File: config.mk
export PLATFORM = sky130hd
export DESIGN_NAME = mem_coalescer
export DESIGN_NICKNAME = d
export VERILOG_FILES = /design/src/rtl/coal_pkg.sv /design/src/rtl/coal_stage.sv /design/src/rtl/coal_mshr.sv /design/src/rtl/mem_coalescer.sv
export SDC_FILE = /design/constraint.sdc
export NUM_CORES = 1
export LEC_CHECK = 0
export ABC_CLOCK_PERIOD_IN_PS = 35600
export BUFFER_PORTS_ARGS = -buffer_cell sky130_fd_sc_hd__buf_2
export CAP_MARGIN = 20
export CORE_MARGIN = 2
export CORE_UTILIZATION = 30
export CTS_CLUSTER_DIAMETER = 120
export CTS_CLUSTER_SIZE = 25
export DETAILED_ROUTE_END_ITERATION = 10
export PLACE_DENSITY = 0.49
export SYNTH_ARGS = -nofsm -noshare
export SYNTH_HDL_FRONTEND = slang
export SYNTH_SLANG_ARGS = --single-unit
File: constraint.sdc
create_clock -name clk -period 35.6 [get_ports clk]
set_clock_uncertainty 0.1 [all_clocks]
set_input_delay 8.9 -clock clk [delete_from_list [all_inputs] [get_ports clk]]
set_output_delay 8.9 -clock clk [all_outputs]
set_load 0.005 [all_outputs]
File: src/rtl/coal_pkg.sv
package coal_pkg;
    typedef enum logic [1:0] {
        KIND_LOAD   = 2'd0,
        KIND_STORE  = 2'd1,
        KIND_ATOMIC = 2'd2,
        KIND_RSVD   = 2'd3
    } req_kind_t;

    typedef enum logic [1:0] {
        ST_IDLE,
        ST_MERGE,
        ST_ISSUE,
        ST_FREE
    } ctl_state_t;
endpackage

File: src/rtl/coal_stage.sv
module coal_stage
    import coal_pkg::*;
#(
    parameter int LANES     = 4,
    parameter int COLS      = 2,
    parameter int SEQ_W     = 8,
    parameter int LINE_W    = 12,
    parameter int DL_THRESH = 1000,
    localparam int LANE_W   = (LANES > 1) ? $clog2(LANES) : 1,
    localparam int CNT_W    = $clog2(LANES + 1),
    localparam int COL_W    = (COLS > 1) ? $clog2(COLS) : 1
) (
    input  logic              clk,
    input  logic              rst_n,
    input  logic              in_valid,
    input  logic [SEQ_W-1:0]  in_seq,
    input  logic [LANE_W-1:0] in_lane,
    input  logic [LINE_W-1:0] in_line,
    input  logic [1:0]        in_type,
    input  logic [CNT_W-1:0]  in_count,
    output logic              in_stall,
    input  logic [COL_W-1:0]  rd_col,
    input  logic [LANE_W-1:0] rd_idx,
    output logic [LANE_W-1:0] rd_lane,
    output logic [LINE_W-1:0] rd_line,
    output req_kind_t         rd_type,
    output logic              head_ok,
    output logic [COL_W-1:0]  head_col,
    output logic [SEQ_W-1:0]  head_seq,
    output logic [CNT_W-1:0]  head_cnt,
    input  logic              free_en,
    input  logic [COL_W-1:0]  free_col,
    output logic              dl_err
);
    localparam int DL_W = $clog2(DL_THRESH + 1);

    logic [COLS-1:0]    c_vld;
    logic [SEQ_W-1:0]   c_seq  [COLS];
    logic [CNT_W-1:0]   c_cnt  [COLS];
    logic [CNT_W-1:0]   c_rcv  [COLS];
    logic [DL_W-1:0]    c_wait [COLS];
    logic [LANE_W-1:0]  s_lane [COLS][LANES];
    logic [LINE_W-1:0]  s_line [COLS][LANES];
    req_kind_t          s_type [COLS][LANES];

    logic             m_hit, f_hit, accept, full, any_late;
    logic [COL_W-1:0] m_idx, f_idx, w_col;

    always_comb begin
        m_hit = 1'b0;
        m_idx = '0;
        f_hit = 1'b0;
        f_idx = '0;
        for (int i = 0; i < COLS; i++) begin
            if (c_vld[i] && c_seq[i] == in_seq && !m_hit) begin
                m_hit = 1'b1;
                m_idx = COL_W'(i);
            end
            if (!c_vld[i] && !f_hit) begin
                f_hit = 1'b1;
                f_idx = COL_W'(i);
            end
        end
    end

    assign full     = &c_vld;
    assign in_stall = full && !m_hit;
    assign accept   = in_valid && !in_stall;
    assign w_col    = m_hit ? m_idx : f_idx;

    always_comb begin
        logic hfound;
        hfound   = 1'b0;
        head_col = '0;
        head_seq = '0;
        for (int i = 0; i < COLS; i++) begin
            if (c_vld[i] && (!hfound || c_seq[i] < head_seq)) begin
                hfound   = 1'b1;
                head_col = COL_W'(i);
                head_seq = c_seq[i];
            end
        end
        head_cnt = c_cnt[head_col];
        head_ok  = hfound && (c_rcv[head_col] == c_cnt[head_col]);
    end

    assign rd_lane = s_lane[rd_col][rd_idx];
    assign rd_line = s_line[rd_col][rd_idx];
    assign rd_type = s_type[rd_col][rd_idx];

    always_comb begin
        any_late = 1'b0;
        for (int i = 0; i < COLS; i++) begin
            if (c_vld[i] && c_wait[i] == DL_W'(DL_THRESH)) any_late = 1'b1;
        end
    end

    always_ff @(posedge clk) begin
        if (!rst_n) begin
            c_vld  <= '0;
            dl_err <= 1'b0;
            for (int i = 0; i < COLS; i++) begin
                c_seq[i]  <= '0;
                c_cnt[i]  <= '0;
                c_rcv[i]  <= '0;
                c_wait[i] <= '0;
            end
        end else begin
            dl_err <= dl_err | any_late;
            for (int i = 0; i < COLS; i++) begin
                if (c_vld[i] && c_wait[i] != DL_W'(DL_THRESH)) c_wait[i] <= c_wait[i] + 1'b1;
            end
            if (free_en) c_vld[free_col] <= 1'b0;
            if (accept) begin
                if (m_hit) begin
                    c_rcv[w_col] <= c_rcv[w_col] + 1'b1;
                end else begin
                    c_vld[w_col]  <= 1'b1;
                    c_seq[w_col]  <= in_seq;
                    c_cnt[w_col]  <= in_count;
                    c_rcv[w_col]  <= CNT_W'(1);
                    c_wait[w_col] <= '0;
                end
            end
        end
    end

    always_ff @(posedge clk) begin
        if (accept) begin
            s_lane[w_col][m_hit ? LANE_W'(c_rcv[w_col]) : '0] <= in_lane;
            s_line[w_col][m_hit ? LANE_W'(c_rcv[w_col]) : '0] <= in_line;
            s_type[w_col][m_hit ? LANE_W'(c_rcv[w_col]) : '0] <= req_kind_t'(in_type);
        end
    end

    AST_STALL_ONLY_FULL: assert property (@(posedge clk) disable iff (!rst_n)
        in_stall |-> (&c_vld));
    AST_DL_STICKY: assert property (@(posedge clk) disable iff (!rst_n)
        dl_err |=> dl_err);
endmodule

File: src/rtl/coal_mshr.sv
module coal_mshr
    import coal_pkg::*;
#(
    parameter int LANES   = 4,
    parameter int MAX_OUT = 4,
    parameter int SEQ_W   = 8,
    parameter int LINE_W  = 12,
    localparam int LANE_W = (LANES > 1) ? $clog2(LANES) : 1,
    localparam int TAG_W  = (MAX_OUT > 1) ? $clog2(MAX_OUT) : 1,
    localparam int OC_W   = $clog2(MAX_OUT + 1),
    localparam int TIME_W = 16
) (
    input  logic              clk,
    input  logic              rst_n,
    input  logic [SEQ_W-1:0]  lk_seq,
    input  logic [LINE_W-1:0] lk_line,
    input  logic [LANE_W-1:0] lk_lane,
    input  req_kind_t         lk_type,
    output logic              lk_hit,
    output logic              has_free,
    input  logic              merge_en,
    input  logic              alloc_en,
    output logic              iq_found,
    output logic [TAG_W-1:0]  iq_idx,
    output logic [LINE_W-1:0] iq_line,
    output req_kind_t         iq_type,
    output logic [LANES-1:0]  iq_mask,
    input  logic              iss_en,
    input  logic              rsp_valid,
    input  logic [LINE_W-1:0] rsp_line,
    output logic              cpl_valid,
    output logic [LANES-1:0]  cpl_mask,
    output logic [SEQ_W-1:0]  cpl_seq
);
    logic [MAX_OUT-1:0] m_vld, m_iss;
    logic [SEQ_W-1:0]   m_seq  [MAX_OUT];
    logic [LINE_W-1:0]  m_line [MAX_OUT];
    req_kind_t          m_type [MAX_OUT];
    logic [LANES-1:0]   m_mask [MAX_OUT];
    logic [TIME_W-1:0]  m_t    [MAX_OUT];
    logic [TIME_W-1:0]  now_t;
    logic [OC_W-1:0]    out_cnt;

    logic [TAG_W-1:0]   lk_idx, fr_idx, rs_idx;
    logic               fr_any, rs_hit;

    always_comb begin
        lk_hit   = 1'b0;
        lk_idx   = '0;
        fr_any   = 1'b0;
        fr_idx   = '0;
        iq_found = 1'b0;
        iq_idx   = '0;
        for (int i = 0; i < MAX_OUT; i++) begin
            if (m_vld[i] && !m_iss[i] && m_seq[i] == lk_seq && m_line[i] == lk_line && !lk_hit) begin
                lk_hit = 1'b1;
                lk_idx = TAG_W'(i);
            end
            if (!m_vld[i] && !fr_any) begin
                fr_any = 1'b1;
                fr_idx = TAG_W'(i);
            end
            if (m_vld[i] && !m_iss[i] && m_seq[i] == lk_seq && !iq_found) begin
                iq_found = 1'b1;
                iq_idx   = TAG_W'(i);
            end
        end
    end

    assign has_free = fr_any && (out_cnt < OC_W'(MAX_OUT));
    assign iq_line  = m_line[iq_idx];
    assign iq_type  = m_type[iq_idx];
    assign iq_mask  = m_mask[iq_idx];

    always_comb begin
        logic [TIME_W-1:0] best_age, age;
        rs_hit   = 1'b0;
        rs_idx   = '0;
        best_age = '0;
        for (int i = 0; i < MAX_OUT; i++) begin
            age = now_t - m_t[i];
            if (m_vld[i] && m_iss[i] && m_line[i] == rsp_line && (!rs_hit || age > best_age)) begin
                rs_hit   = 1'b1;
                rs_idx   = TAG_W'(i);
                best_age = age;
            end
        end
    end

    assign cpl_valid = rsp_valid && rs_hit;
    assign cpl_mask  = m_mask[rs_idx];
    assign cpl_seq   = m_seq[rs_idx];

    always_ff @(posedge clk) begin
        if (!rst_n) begin
            m_vld   <= '0;
            m_iss   <= '0;
            now_t   <= '0;
            out_cnt <= '0;
        end else begin
            now_t   <= now_t + 1'b1;
            out_cnt <= out_cnt + OC_W'(alloc_en && has_free) - OC_W'(cpl_valid);
            if (cpl_valid) m_vld[rs_idx] <= 1'b0;
            if (iss_en && iq_found) begin
                m_iss[iq_idx] <= 1'b1;
                m_t[iq_idx]   <= now_t;
            end
            if (merge_en && lk_hit) m_mask[lk_idx][lk_lane] <= 1'b1;
            if (alloc_en && has_free) begin
                m_vld[fr_idx]  <= 1'b1;
                m_iss[fr_idx]  <= 1'b0;
                m_seq[fr_idx]  <= lk_seq;
                m_line[fr_idx] <= lk_line;
                m_type[fr_idx] <= lk_type;
                m_mask[fr_idx] <= LANES'(1) << lk_lane;
            end
        end
    end

    AST_ALLOC_LIMIT: assert property (@(posedge clk) disable iff (!rst_n)
        alloc_en |-> (out_cnt < OC_W'(MAX_OUT)));
    AST_CNT_TRACKS: assert property (@(posedge clk) disable iff (!rst_n)
        out_cnt == OC_W'($countones(m_vld)));
    AST_MERGE_SETS_LANE: assert property (@(posedge clk) disable iff (!rst_n)
        merge_en |=> m_mask[$past(lk_idx)][$past(lk_lane)]);
    AST_CPL_NEEDS_RSP: assert property (@(posedge clk) disable iff (!rst_n)
        cpl_valid |-> rsp_valid);
endmodule

File: src/rtl/mem_coalescer.sv
module mem_coalescer
    import coal_pkg::*;
#(
    parameter int LANES     = 4,
    parameter int COLS      = 2,
    parameter int SEQ_W     = 8,
    parameter int LINE_W    = 12,
    parameter int MAX_OUT   = 4,
    parameter int DL_THRESH = 1000,
    localparam int LANE_W   = (LANES > 1) ? $clog2(LANES) : 1,
    localparam int CNT_W    = $clog2(LANES + 1),
    localparam int COL_W    = (COLS > 1) ? $clog2(COLS) : 1,
    localparam int TAG_W    = (MAX_OUT > 1) ? $clog2(MAX_OUT) : 1
) (
    input  logic              clk,
    input  logic              rst_n,
    input  logic              in_valid,
    input  logic [SEQ_W-1:0]  in_seq,
    input  logic [LANE_W-1:0] in_lane,
    input  logic [LINE_W-1:0] in_line,
    input  logic [1:0]        in_type,
    input  logic [CNT_W-1:0]  in_count,
    output logic              in_stall,
    output logic              iss_valid,
    output logic [TAG_W-1:0]  iss_tag,
    output logic [LINE_W-1:0] iss_line,
    output logic [1:0]        iss_type,
    output logic [LANES-1:0]  iss_mask,
    input  logic              rsp_valid,
    input  logic [LINE_W-1:0] rsp_line,
    output logic              cpl_valid,
    output logic [LANES-1:0]  cpl_mask,
    output logic [SEQ_W-1:0]  cpl_seq,
    output logic              dl_err
);
    ctl_state_t        state, nxt;
    logic [COL_W-1:0]  cur_col;
    logic [SEQ_W-1:0]  cur_seq;
    logic [CNT_W-1:0]  cur_cnt;
    logic [LANE_W-1:0] ptr;

    logic              head_ok, free_en, merge_en, alloc_en, iss_en;
    logic [COL_W-1:0]  head_col;
    logic [SEQ_W-1:0]  head_seq;
    logic [CNT_W-1:0]  head_cnt;
    logic [LANE_W-1:0] rd_lane;
    logic [LINE_W-1:0] rd_line;
    req_kind_t         rd_type, iq_type;
    logic              lk_hit, has_free, iq_found, last_pkt, step;
    logic [TAG_W-1:0]  iq_idx;
    logic [LINE_W-1:0] iq_line;
    logic [LANES-1:0]  iq_mask;

    coal_stage #(
        .LANES(LANES), .COLS(COLS), .SEQ_W(SEQ_W), .LINE_W(LINE_W), .DL_THRESH(DL_THRESH)
    ) i_stage (
        .clk(clk), .rst_n(rst_n),
        .in_valid(in_valid), .in_seq(in_seq), .in_lane(in_lane), .in_line(in_line),
        .in_type(in_type), .in_count(in_count), .in_stall(in_stall),
        .rd_col(cur_col), .rd_idx(ptr), .rd_lane(rd_lane), .rd_line(rd_line), .rd_type(rd_type),
        .head_ok(head_ok), .head_col(head_col), .head_seq(head_seq), .head_cnt(head_cnt),
        .free_en(free_en), .free_col(cur_col), .dl_err(dl_err)
    );

    coal_mshr #(
        .LANES(LANES), .MAX_OUT(MAX_OUT), .SEQ_W(SEQ_W), .LINE_W(LINE_W)
    ) i_mshr (
        .clk(clk), .rst_n(rst_n),
        .lk_seq(cur_seq), .lk_line(rd_line), .lk_lane(rd_lane), .lk_type(rd_type),
        .lk_hit(lk_hit), .has_free(has_free), .merge_en(merge_en), .alloc_en(alloc_en),
        .iq_found(iq_found), .iq_idx(iq_idx), .iq_line(iq_line), .iq_type(iq_type),
        .iq_mask(iq_mask), .iss_en(iss_en),
        .rsp_valid(rsp_valid), .rsp_line(rsp_line),
        .cpl_valid(cpl_valid), .cpl_mask(cpl_mask), .cpl_seq(cpl_seq)
    );

    assign last_pkt = (CNT_W'(ptr) + CNT_W'(1)) == cur_cnt;
    assign step     = merge_en || alloc_en;

    always_comb begin
        nxt = state;
        unique case (state)
            ST_IDLE:  if (head_ok) nxt = ST_MERGE;
            ST_MERGE: if (step && last_pkt) nxt = ST_ISSUE;
            ST_ISSUE: if (!iq_found) nxt = ST_FREE;
            ST_FREE:  nxt = ST_IDLE;
            default:  nxt = ST_IDLE;
        endcase
    end

    always_ff @(posedge clk) begin
        if (!rst_n) begin
            state   <= ST_IDLE;
            cur_col <= '0;
            cur_seq <= '0;
            cur_cnt <= '0;
            ptr     <= '0;
        end else begin
            state <= nxt;
            if (state == ST_IDLE && head_ok) begin
                cur_col <= head_col;
                cur_seq <= head_seq;
                cur_cnt <= head_cnt;
                ptr     <= '0;
            end else if (state == ST_MERGE && step && !last_pkt) begin
                ptr <= ptr + 1'b1;
            end
        end
    end

    always_comb begin
        merge_en = 1'b0;
        alloc_en = 1'b0;
        iss_en   = 1'b0;
        free_en  = 1'b0;
        unique case (state)
            ST_IDLE: ;
            ST_MERGE: begin
                if (lk_hit)        merge_en = 1'b1;
                else if (has_free) alloc_en = 1'b1;
            end
            ST_ISSUE: iss_en  = iq_found;
            ST_FREE:  free_en = 1'b1;
            default: ;
        endcase
    end

    assign iss_valid = iss_en;
    assign iss_tag   = iq_idx;
    assign iss_line  = iq_line;
    assign iss_type  = iq_type;
    assign iss_mask  = iq_mask;

    AST_MERGE_ON_HEAD: assert property (@(posedge clk) disable iff (!rst_n)
        (state == ST_MERGE) |-> (head_ok && head_col == cur_col));
    AST_ISSUE_AFTER_MERGE: assert property (@(posedge clk) disable iff (!rst_n)
        iss_valid |-> !$stable(state) || $past(state) == ST_ISSUE);
endmodule

==> qor.yml <==
run_status:
  status: "finished clean"
yosys:
  yosysSeqAreaShare: 0.486
  synthTopCellsByArea: "edfxtp_1 43%, ha_1 7.1%, dfxtp_1 5.9%"
  syn_avg_cell_area_um2: 11.0
  syn_area_um2: 22800
  synth_nets: 2240
  synth_area_leader_cell: "edfxtp_1"
  yosys.area.top_type_share: 0.427
  ys.flop_type: "edfxtp_1"
  synth.most_common_cell: "edfxtp_1"
  synth_cell_type_count: 87
  yosysWarnings: 0
  ys_ff_latch: 391
  synth_cells: 2063
  synth_common_cells: "324 x edfxtp_1, 148 x inv_1, 129 x ha_1"
  async_flop_share: 0
  synth-edff-count: 324
finish:
  fin_area_um2: 25000
  fin_cells: 3119
  drive_gt1_frac: 0.104
  synthToLayoutAreaGrowth_pct: 9.75
  nets: 2306
worst_setup_path:
  slowest_stage: "nand4bb_1"
  r2r.worst_path.cells: 41
  cp_slowest_stage_delay_ns: 0.83
  path_class: "in -> out"
  cp-start-kind: "primary input"
  r2r-start: "i_mshr.now_t[0]"
  crit_fanout: 18
  endpoint_kind: "primary output"
  cpMostUsedCell: "o21ai_0"
  crit_required_ns: 26.60
  arrival_ns: 19.13
  cp-startpoint: "rsp_line[1]"
  rrSetupSlack_ns: 24.46
  reg2reg_to: "i_mshr.m_vld[0]"
  worstSetupEndpoint: "cpl_mask[3]"
power_and_ir_drop:
  internal_power_w: 0.000692
  clkPwrFrac: 0.272
  seqPwrFrac: 0.544
  pwr_density_cell_nw_per_um2: 38.8
  peakVddDrop_mv: 0.0378
  power.leakage_nw: 8.92
  power.total_w: 0.000971
  power_frac_comb: 0.185
  p_switching_w: 0.000280
  switching_share: 0.288
timing:
  fin_ws_ns: 7.47
  min_period_ns: 28.13
  layout_worst_path_cycle_share: 0.790
  final-hold-violation-count: 0
  relSlewSlack: 0.301
  fin_setup_tns_ns: 0
  fmax_mhz: 35.6
  worst_slew_pin_slew_ns: 1.03
  rsz0062_at_grt: "false"
  setup_viol: 0
  final-max-slew-violation-count: 0
global_route:
  grt_use_total: 0.161
  grt_pass1_vias: 16000
  overflow: 0
  grt_max_degree: 51
  antenna_found_initial: 3
  grt_pass1_wl_mm: 97.3
floorplanning:
  die_w_um: 280
  io-pin-count: 79
  dieArea_um2: 78200
  num_rows: 101
  core_um2: 75600
  dieHeight_um: 280
  initial_utilization: 0.302
clock_tree:
  cts_tree: "done"
  cts_root_buffer: "clkbuf_16"
  cts_resized: 0
  cts_max_level: 1
  hold_buffers: 0
  numClockSinks: 391
  cts.path.max_buffers: 3
  cts_buffers: 20
  post_cts_buffers: 0
  clk_latency_ns: 0.56
  path_clk_slew_ns: 0.10
placement:
  postPlaceCellArea_um2: 24400
  dpl.cell_count: 3084
  post-dp-hpwl_mm: 48.1
  gp_congestion: 0.907
  dp_slack_ns: 7.66
  io_buffers: 78
hold_path:
  hold_class: "reg -> reg"
drt:
  wl_mm: 63.7
  drc: 0
  dr_total_vias: 15900
  routedWlPerCell_um: 20.4
  detailedRoute.firstIterationViolations: 1022
  viasPerCell: 5.08
  dr.pass1.iters: 5
  ant_nets: 0
flow_run:
  timing.max_cap.violations: 0
layer usage:
metal	routed length [um]	vias up	GRT usage
li1	-	7749	-
met1	27200	7679	0.200
met2	32200	321	0.292
met3	2080	99	0.0163
met4	2150	4	0.0517
met5	21	-	0
worst max-delay path: cells and delay by family:
family	cells	cell delay (ns)
buffers and inverters	5	0.78
AO/OA/AOI/OAI	20	5.51
adder cells (fa/ha/maj)	3	0.92
AND/OR/NAND/NOR	6	2.43
XOR/XNOR	1	0.16
multiplexers	1	0.38
worst min path at each step:
stage | from | endpoint | depth (start not counted) | slack, ns
3_5_place_dp | state[0] | state[0] | 2 | 0.40
4_1_cts | state[0] | state[0] | 2 | 0.41
6_report | state[0] | state[0] | 2 | 0.41
5_1_grt | i_stage.c_wait[1][7] | i_stage.c_wait[1][7] | 2 | 0.46
3_3_place_gp | i_stage.c_wait[1][7] | i_stage.c_wait[1][7] | 2 | 0.39
2_1_floorplan | i_mshr.m_iss[1] | i_mshr.m_iss[1] | 2 | 0.36
per-stage QoR:
step / utilization / hold slack (ns)
final: 0.331 / 0.409
after global routing: 0.331 / 0.457
after CTS: 0.331 / 0.414
after detailed placement: 0.323 / 0.395
after global placement: 0.323 / 0.387
after floorplan: - / 0.358
layout make-up:
type | count | area (um^2)
Antenna cell | 2 | 5.00
Clock buffer | 26 | 544
Clock inverter | 6 | 45.0
Fill cell | 7579 | 50600
Inverter | 149 | 559
Multi-Input combinational cell | 1452 | 10900
Sequential cell | 391 | 11100
Tap cell | 978 | 1220
Timing Repair Buffer | 115 | 676
flip-flops by register name (all words and copies together), names as in the netlist, named ones only:
signal,cells
i_stage.s_line,96
i_mshr.m_t,64
i_mshr.m_line,48
i_mshr.m_seq,32
i_stage.c_wait,20
i_mshr.m_mask,16
i_mshr.now_t,16
i_stage.c_seq,16
i_stage.s_lane,16
i_stage.s_type,16
cur_seq,8
i_mshr.m_type,8
i_stage.c_cnt,6
i_stage.c_rcv,6
i_mshr.m_iss,4
i_mshr.m_vld,4
cur_cnt,3
i_mshr.out_cnt,3
i_stage.c_vld,2
ptr,2
state,2
cur_col,1
i_stage.dl_err,1
logic make-up (layout without fill, tap and decap cells):
| group | after synthesis | count (layout) | synth area share |
|---|---|---|---|
| buffers and inverters | 220 | 296 | 0.0392 |
| AND/OR/NAND/NOR | 611 | 611 | 0.144 |
| flip-flops | 391 | 391 | 0.486 |
| XOR/XNOR | 204 | 204 | 0.0784 |
| adder cells (fa/ha/maj) | 134 | 134 | 0.0752 |
| AO/OA/AOI/OAI | 379 | 379 | 0.113 |
| other | 0 | 2 | 0 |
| multiplexers | 124 | 124 | 0.0649 |
power groups by stage:
stage	clock network (W)	registers, W	logic (W)
after floorplan	0	0.000534	0.000125
after global placement	0	0.000538	0.000175
after detailed placement	0	0.000539	0.000178
after CTS	0.000275	0.000528	0.000179
after global routing	0.000291	0.000530	0.000198
final	0.000264	0.000528	0.000179
cells in the final DEF, fill, tap and decap left out, drive strengths merged, types with 54 or more instances in the layout:
cell	count
xor2	108
ha	129
a21oi	65
nor3	93
buf	115
nand3	54
mux2i	90
inv	151
dfxtp	67
nand2	83
xnor2	96
edfxtp	324
nor2	126
o21ai	88
(Power assumes the default switching activity.)
